--- config.mk ---
export PLATFORM = sky130hd
export DESIGN_NAME = crcfin_top
export DESIGN_NICKNAME = d
export VERILOG_FILES = /design/src/rtl/crcfin_pkg.sv /design/src/rtl/crcfin_clmul.sv /design/src/rtl/crcfin_fold128.sv /design/src/rtl/crcfin_top.sv
export SDC_FILE = /design/constraint.sdc
export NUM_CORES = 1
export LEC_CHECK = 0
export BUFFER_PORTS_ARGS = -buffer_cell sky130_fd_sc_hd__buf_4
export CORE_MARGIN = 8
export CORE_UTILIZATION = 40
export DETAILED_ROUTE_END_ITERATION = 12
export PLACE_DENSITY = 0.58
export SLEW_MARGIN = 20
export SYNTH_ARGS = -nofsm -noshare
export SYNTH_HDL_FRONTEND = slang
export SYNTH_SLANG_ARGS = --single-unit
--- constraint.sdc ---
create_clock -name clk -period 2.6 [get_ports clk]
set_clock_uncertainty 0.15 [all_clocks]
set_input_delay 0.13 -clock clk [delete_from_list [all_inputs] [get_ports clk]]
set_output_delay 0.13 -clock clk [all_outputs]
set_load 0.005 [all_outputs]
--- src/rtl/crcfin_pkg.sv ---
package crcfin_pkg;
    localparam int CRC_W   = 32;
    localparam int CONST_W = CRC_W + 1;
    localparam int IN_W    = 4 * CRC_W;
    localparam int MID_W   = 3 * CRC_W;
    localparam int RED_W   = 2 * CRC_W;

    // x^96 mod P, x^64 mod P, floor(x^64 / P), and P with its top term
    localparam logic [CONST_W-1:0] K_FOLD96 = 33'h0F200AA66;
    localparam logic [CONST_W-1:0] K_FOLD64 = 33'h0490D678D;
    localparam logic [CONST_W-1:0] K_MU     = 33'h104D101DF;
    localparam logic [CONST_W-1:0] K_GEN    = 33'h104C11DB7;

    typedef struct packed {
        logic             s1_v;
        logic [MID_W-1:0] s1_acc;
        logic             s2_v;
        logic [RED_W-1:0] s2_rem;
        logic             s3_v;
        logic [CRC_W-1:0] s3_rlo;
        logic [CRC_W-1:0] s3_quot;
        logic             o_v;
        logic [CRC_W-1:0] o_crc;
    } pipe_t;
endpackage

--- src/rtl/crcfin_clmul.sv ---
// Carry-less multiply of a variable operand by a constant. Only the output
// bits [LO +: OW] of the product are built.
module crcfin_clmul #(
    parameter int AW = 32,
    parameter int KW = 33,
    parameter logic [KW-1:0] K = '0,
    parameter int LO = 0,
    parameter int OW = 32
) (
    input  logic [AW-1:0] a,
    output logic [OW-1:0] p
);
    for (genvar gk = 0; gk < OW; gk++) begin : g_bit
        logic [KW-1:0] term;
        for (genvar gi = 0; gi < KW; gi++) begin : g_term
            localparam int J = gk + LO - gi;
            if (K[gi] && J >= 0 && J < AW) begin : g_on
                assign term[gi] = a[J];
            end else begin : g_off
                assign term[gi] = 1'b0;
            end
        end
        assign p[gk] = ^term;
    end
endmodule

--- src/rtl/crcfin_fold128.sv ---
// 128 -> 96 bit fold: high half times x^96 mod P, low half times x^32.
module crcfin_fold128
    import crcfin_pkg::*;
(
    input  logic [IN_W-1:0]  res,
    output logic [MID_W-1:0] acc
);
    logic [MID_W-1:0] hi_prod;

    crcfin_clmul #(
        .AW(RED_W), .KW(CONST_W), .K(K_FOLD96), .LO(0), .OW(MID_W)
    ) u_mul (
        .a(res[IN_W-1:RED_W]),
        .p(hi_prod)
    );

    assign acc = hi_prod ^ {res[RED_W-1:0], {CRC_W{1'b0}}};
endmodule

--- src/rtl/crcfin_top.sv ---
module crcfin_top
    import crcfin_pkg::*;
(
    input  logic             clk,
    input  logic             rst_n,
    input  logic             in_valid,
    input  logic [IN_W-1:0]  in_residue,
    output logic             out_valid,
    output logic [CRC_W-1:0] out_crc
);
    pipe_t state_d, state_q;

    logic [MID_W-1:0] fold96_w;
    logic [RED_W-1:0] fold64_w;
    logic [CRC_W-1:0] quot_w;
    logic [CRC_W-1:0] corr_w;

    // stage 1: 128 -> 96
    crcfin_fold128 u_fold (
        .res(in_residue),
        .acc(fold96_w)
    );

    // stage 2: 96 -> 64, upper word times x^64 mod P
    crcfin_clmul #(
        .AW(CRC_W), .KW(CONST_W), .K(K_FOLD64), .LO(0), .OW(RED_W)
    ) u_fold64 (
        .a(state_q.s1_acc[MID_W-1:RED_W]),
        .p(fold64_w)
    );

    // stage 3: quotient estimate, upper half of (R >> 32) times mu
    crcfin_clmul #(
        .AW(CRC_W), .KW(CONST_W), .K(K_MU), .LO(CRC_W), .OW(CRC_W)
    ) u_mu (
        .a(state_q.s2_rem[RED_W-1:CRC_W]),
        .p(quot_w)
    );

    // stage 4: correction, low half of quotient times generator
    crcfin_clmul #(
        .AW(CRC_W), .KW(CONST_W), .K(K_GEN), .LO(0), .OW(CRC_W)
    ) u_gen (
        .a(state_q.s3_quot),
        .p(corr_w)
    );

    always_comb begin
        state_d = state_q;

        state_d.s1_v = in_valid;
        if (in_valid) begin
            state_d.s1_acc = fold96_w;
        end

        state_d.s2_v = state_q.s1_v;
        if (state_q.s1_v) begin
            state_d.s2_rem = fold64_w ^ state_q.s1_acc[RED_W-1:0];
        end

        state_d.s3_v = state_q.s2_v;
        if (state_q.s2_v) begin
            state_d.s3_rlo  = state_q.s2_rem[CRC_W-1:0];
            state_d.s3_quot = quot_w;
        end

        state_d.o_v = state_q.s3_v;
        if (state_q.s3_v) begin
            state_d.o_crc = state_q.s3_rlo ^ corr_w;
        end
    end

    always_ff @(posedge clk or negedge rst_n) begin
        if (!rst_n) begin
            state_q <= '0;
        end else begin
            state_q <= state_d;
        end
    end

    assign out_valid = state_q.o_v;
    assign out_crc   = state_q.o_crc;
endmodule

# Word-level counts from Yosys, hierarchy flattened

Index checks and enable logic that the tools add are counted.

Logic and storage cells: 232
Register bits: 260
Output and inout bits: 33
Input bits: 131

Reduce and logical (&&, ||, !) cells: 220
Bitwise gates (word level): 3

Operators with widths:

| cell                                            | number |
|---|---|
| 33-bit parity                                   | 220 |
| 95-bit by 96-bit bitwise XOR with 96-bit output | 1 |
| 62-bit by 64-bit bitwise XOR with 64-bit output | 1 |
| 32-bit bitwise XOR                              | 1 |

# Logic depth before layout (Yosys ltp)

Gate-level depths: netlist of run 1.

Depth after elaboration: 2
Depth in mapped cells: 6
Gate-level depth less buffers: 5

# Modules after synthesis

A second synthesis of run 1 with hierarchy kept.

Cell total of the unflattened synthesis: 1,764
Area, all modules: 21,659.5 um2

By module, submodules not included:

| module                      | times used | cells an instance | area an instance (um2) | sequential area each (um2) |
|---|---|---|---|---|
| crcfin_top                  | 1          | 779               | 10,657.7               | 6,506.2 |
| crcfin_clmul (u_fold.u_mul) | 1          | 440               | 4,922.2                | 0.0 |
| crcfin_clmul (u_fold64)     | 1          | 235               | 2,791.4                | 0.0 |
| crcfin_clmul (u_gen)        | 1          | 142               | 1,726.7                | 0.0 |
| crcfin_clmul (u_mu)         | 1          | 104               | 1,001.0                | 0.0 |
| crcfin_fold128              | 1          | 64                | 560.5                  | 0.0 |

# Worst setup path after synthesis of run 1

No wires, ideal clock.

Path kind: register to register
From: reg state_q[247] (netlist bit)
To: reg state_q[125] (netlist bit)
Data arrival time: 1.741 ns
Path buffers: 1
Required time: 2.325 ns
Period minus slack after synthesis: 2.015 ns
Path slack: 0.585 ns
Library setup time: 0.125 ns
Cell stages (with the launch flop): 7
Cell sequence: dfrtp_1 buf_4 xnor2_4 xnor2_1 xnor3_1 xnor2_1 mux2_2

Cells in the longest elaborated chain, start to end: 2

RTL lines:

| what                                            | RTL line           | source |
|---|---|---|
| start: declaration                              | crcfin_top.sv:11   | `pipe_t state_d, state_q;` |
| start signal: assignment                        | crcfin_top.sv:77   | `state_q <= state_d;` |
| 33-bit parity                                   | crcfin_clmul.sv:23 | `assign p[gk] = ^term;` |
| 62-bit by 64-bit bitwise XOR with 64-bit output | crcfin_top.sv:58   | `state_d.s2_rem = fold64_w ^ state_q.s1_acc[RED_W-1:0];` |

No other way between the ends.
A chain may end at the register's enable or synchronous reset.

# Final worst setup path of run 1

From: reg state_q[242] (netlist bit)
To: reg state_q[120] (netlist bit)

Same word-level chain as after synthesis.

==> results.toml, run 1 <==
[setup_path]
end_kind = "register"
critPathMaxFanout = 7
crit-reg2reg-launch = "state_q[242]$_DFFE_PN0P_"
r2r_slack_ns = 0.19
crit_required_ns = 2.90
r2r-end = "state_q[120]$_DFFE_PN0P_"
crit_type = "register to register"
cp.arrival_ns = 2.71
startpoint_type = "register"
reg2regPathDepth = 5

[sta]
hold_ws_ns = -0.000548
min_period_over_period = 0.926
rsz0062_at_grt = "no"
finalSetupViolations = 0
max_freq_ghz = 0.415
maxSlewViolCount = 0
worstMarginPinSlew_ns = 0.675
period_needed_ns = 2.41
finalHoldViolations = 1
fin_setup_tns_ns = 0
fin_ws_ns = 0.192
slew_headroom = 0.547

[logic_synthesis]
synth_xor_area_frac = 0.500
synth_seq_area_share = 0.321
synth_cell_types = 19
synth_cells = 1904
ys_ff_latch = 259
synth_area_per_cell_um2 = 10.6
ys.warnings.count = 0
synth_top_family_by_area = "XOR/XNOR gates"
synthAdderAreaFrac = 0
netlist_area_um2 = 20200
synth_simple_gate_area_share = 0.0243
synthMuxAreaShare = 0.0690
syn_nets = 2035
synth_compound_area_frac = 0.0324

[layout]
finalInstanceArea_um2 = 22900
layout_commonest_cell = "xnor2_1"
area_delta_synth_final_pct = 13.5
final_util = 0.458
final_nets = 2114
diodes = 0
mostFrequentLayoutCells = "xnor2_1 (833), dfrtp_1 (257), buf_4 (214), xor2_1 (161)"
final_cells = 2678
drive_above_1_share = 0.204

[global_routing]
grt_max_degree = 97
grt_pass1_wl_um = 84800
grt_antenna_before_repair = 0
grt_pass1_vias = 13200
grt_overflow = 0
track_usage = 0.192

[clocking]
cts_tree = "done"
clock_sinks = 259
clk_latency_ns = 0.56
clk_pin_slew_ns = 0.06
clk_path_buf_depth = 3
post_cts_buffers = 0
cts-root-buf = "clkbuf_16"
cts_buffers = 29
h-tree-depth = 1

[floorplan]
core_um2 = 50100
rows = 82
ioPinCount = 164
dieArea_um2 = 58000
die_w_um = 241
die_h_um = 241
start_util = 0.404

[route]
dr.pass1.iters = 4
wire_per_inst_um = 20.8
antenna_left = 0
vias = 12300
drt_iter0_drc = 718
drc = 0
postRouteWirelength_um = 55600
avgViaCountPerCell = 4.61

[run_status]
status = "finished, violations left"
violations = "negative hold slack"

[flow_run]
max_cap_viol_count = 0

[placement]
dp_slack_ns = 0.216
portBuffers = 163
gp_congestion = 0.922
dp.cells = 2597
placed_area_um2 = 21700
dp_hpwl_um = 45300

[pwr]
ir_drop_uv = 806
p_per_area_nw_per_um2 = 1810
power_leakage_nw = 8.78
finalPower_mw = 41.5

[worst_hold_path]
min_path_type = "input pin to asynchronous set/reset pin"
## Yosys cell counts (all sizes together)
cell      n  area [µm²]
xnor2   851        7640
dfrtp   259        6480
xor2    165        1490
buf     143         877
a21oi   131         656
nor2    131         492
mux2    123        1390
clkbuf   56         213
xnor3    43         968
inv       1        3.75
mux2i     1        10.0
## critical path, stage by stage (launching register included)
cell,delay [ns]
dfrtp_1,0.56
xnor2_1,0.64
xnor3_1,0.32
xnor2_1,0.27
xnor2_1,0.10
mux2_2,0.26
## state kept, by name, indices dropped and copies added (netlist names)
name       flops
state_q      223
out_valid      1
out_crc       32
state_d        3
## routing by layer
layer  vias to the layer above  GRT usage  wire length, µm
li1                       6083          -                -
met1                      5956      0.254            25400
met2                       234      0.335            27100
met3                        63     0.0191             1830
met4                         0     0.0492             1300
met5                         -          0                0
## cells by family after synthesis
logic type                Yosys count
xor gates and xnor gates         1059
DFF                               259
buffers and inverters             200
AOI/OAI and AO/OA                 131
and+or+nand+nor                   131
muxes                             124
## where the power goes
part / internal [mW] / switching (mW)
Combinational: 15.5 / 13.0
Sequential: 6.16 / 2.62
Clock: 2.57 / 1.66
Total: 24.3 / 17.3
## final cells by class
cell class | count | area (µm²)
clock inverters | 9 | 153
clock buffers | 45 | 826
multi-input cells | 1445 | 12600
inverters | 1 | 3.75
flip-flops and latches | 259 | 6480
fillers | 4834 | 27100
well taps | 672 | 841
repair buffers | 247 | 1990
## how the worst max path moves through the flow
stage                               endpoint                startpoint  slack (ns)  depth (start not counted)
floorplan           state_q[125]$_DFFE_PN0P_  state_q[247]$_DFFE_PN0P_        0.58                          6
global placement    state_q[120]$_DFFE_PN0P_  state_q[242]$_DFFE_PN0P_        0.16                          5
detailed placement  state_q[120]$_DFFE_PN0P_  state_q[242]$_DFFE_PN0P_        0.22                          5
CTS                 state_q[120]$_DFFE_PN0P_  state_q[242]$_DFFE_PN0P_        0.22                          5
global route        state_q[120]$_DFFE_PN0P_  state_q[242]$_DFFE_PN0P_        0.14                          5
finish              state_q[120]$_DFFE_PN0P_  state_q[242]$_DFFE_PN0P_        0.19                          5
## timing repair
action | 4_1_cts | 5_1_grt
hold endpoints to repair | 301 | 0
hold buffers | 27 | 0
gates resized for setup | 0 | 0
(Power assumes the default switching activity.)
==> run 2, diff against run 1 <==
PLACE_DENSITY = default   (was 0.58)
PLACE_DENSITY_LB_ADDON = 0.15   (was default)
==> run 2 against run 1 <==
  * The flow now finishes without violations
  * Wire length is 1.8% higher
  * Design area rose by 1.3%
  * Worst hold slack improved by 0.022 ns
  * Final cell count grew 0.56%
  * Core utilization up 0.59 points
  * Largest cell class unchanged
  * Largest power group unchanged
  * Highest routed layer unchanged
==> results.toml, run 2 (synthesis results as in run 1) <==
[setup_path]
cp_cell_sequence = "xor2_1 > xnor3_1 > xor2_1 > xnor2_1 > a21oi_1"
startpoint_type = "register"
crit_path_max_incr_delay_ns = 0.63
crit_required_ns = 2.87
reg2regPathDepth = 5
cp.arrival_ns = 2.56
crit-reg2reg-launch = "state_q[251]$_DFFE_PN0P_"
critPathMaxFanout = 7
crit_family = "XOR/XNOR gates"
end_kind = "register"
critPathBufInv = 0
crit_type = "register to register"
path_common_cell = "xor2_1"
r2r-end = "state_q[124]$_DFFE_PN0P_"
slowest_stage = "dfrtp_1"
r2r_slack_ns = 0.31

[pwr]
power_leakage_nw = 8.91
ir_drop_uv = 682
p_per_area_nw_per_um2 = 1810

[clocking]
cts_buffers = 30
cts_resized = 0
clk_latency_ns = 0.57
cts-root-buf = "clkbuf_16"
clock_sinks = 259
hold_buffers = 40
clk_pin_slew_ns = 0.07
post_cts_buffers = 0
h-tree-depth = 1
clk_path_buf_depth = 3
cts_tree = "done"

[route]
wire_per_inst_um = 21.0
drt_iter0_drc = 660
antenna_left = 0
vias = 12300
avgViaCountPerCell = 4.58
postRouteWirelength_um = 56700
drc = 0
dr.pass1.iters = 4

[sta]
fin_setup_tns_ns = 0
worstMarginPinSlew_ns = 0.677
rsz0062_at_grt = "no"
max_freq_ghz = 0.437
min_period_over_period = 0.879
finalSetupViolations = 0
period_needed_ns = 2.29
finalHoldViolations = 0
slew_headroom = 0.545
maxSlewViolCount = 0

[layout]
multi_input_area_um2 = 12600
nFillCells = 4761
final_nets = 2128
mostFrequentLayoutCells = "xnor2_1 (833), dfrtp_1 (257), buf_4 (212), xor2_1 (161)"
drive_above_1_share = 0.207
diodes = 0
area_delta_synth_final_pct = 14.9
regArea_um2 = 6480
largest_reg_flops = 223
layout_commonest_cell = "xnor2_1"
largest-register = "state_q"
final_util = 0.464

[floorplan]
start_util = 0.404
die_h_um = 241
die_w_um = 241
ioPinCount = 164
dieArea_um2 = 58000
rows = 82
core_um2 = 50100

[run_status]
status = "finished clean"

[worst_hold_path]
min_path_type = "input pin to register"
hold_path_depth = 5
min_to = "state_q[212]$_DFFE_PN0P_"
min_from = "in_residue[17]"

[global_routing]
globalRouteMet1Util = 0.255
grt_antenna_before_repair = 0
grt_overflow = 0
grt_pass1_vias = 13400
grtUsageMet3 = 0.0209
track_usage = 0.197
grt_pass1_wl_um = 86100
grt_max_degree = 97
grt.met2_usage = 0.345
top_usage_layer = "met2"

[placement]
dp_hpwl_um = 46500
gp_congestion = 0.904
portBuffers = 163

[flow_run]
max_cap_viol_count = 0
-- run 2: cell count changes in the layout (fill, tap and decap cells not counted), moves of 2 or more --
cell,change
dlygate4sd3_1,+12
clkbuf_1,-7
buf_12,+2
buf_4,-2
bufinv_16,+2
clkbuf_16,+2
clkinv_2,+2
clkinv_4,+2
-- run 2: worst max-delay path by stage --
stage	cells after the start	slack (ns)	from	endpoint
global placement	5	0.32	state_q[251]$_DFFE_PN0P_	state_q[124]$_DFFE_PN0P_
detailed placement	5	0.30	state_q[251]$_DFFE_PN0P_	state_q[124]$_DFFE_PN0P_
CTS	5	0.29	state_q[251]$_DFFE_PN0P_	state_q[124]$_DFFE_PN0P_
global route	5	0.23	state_q[239]$_DFFE_PN0P_	state_q[118]$_DFFE_PN0P_
finish	5	0.31	state_q[251]$_DFFE_PN0P_	state_q[124]$_DFFE_PN0P_
floorplan	6	0.58	state_q[247]$_DFFE_PN0P_	state_q[125]$_DFFE_PN0P_
-- run 2: routing by layer --
| layer | wire length [µm] | share of wire | vias to the layer above |
|---|---|---|---|
| met5 | 0 | 0 | - |
| met4 | 1630 | 0.029 | 0 |
| met3 | 1660 | 0.029 | 69 |
| met2 | 28100 | 0.50 | 236 |
| met1 | 25300 | 0.45 | 5910 |
| li1 | - | - | 6114 |
-- run 2: layout make-up --
cell class,count,share of cell area
tap,672,0.0362
inverter,1,0.000162
sequential,259,0.279
clock buffer,41,0.0372
multi-input combinational,1445,0.544
clock inverter,15,0.0103
timing repair buffer,260,0.0932
-- run 2: per-stage QoR --
stage               power [mW]  instances  setup WS [ns]  area, µm²  hold slack (ns)
CTS                       42.6       2693          0.287      23200         0.000865
finish                    42.0       2693          0.314      23200           0.0217
global route              45.2       2693          0.227      23200           0.0475
floorplan                 31.2       1904          0.585      20200           -0.316
global placement          37.5       2597          0.317      21700          -0.0346
detailed placement        37.7       2597          0.297      21700          -0.0306
-- run 2: where the power goes --
| part | total (mW) | internal [mW] | switching (mW) |
|---|---|---|---|
| clock network | 4.64 | 2.92 | 1.72 |
| logic | 28.5 | 15.6 | 13.0 |
| registers | 8.82 | 6.16 | 2.66 |
-- run 2: tightest hold or removal path, stage by stage --
cell     delay, ns
buf_4         0.08
xnor2_1       0.11
xnor2_1       0.15
xnor2_1       0.15
a21oi_1       0.07
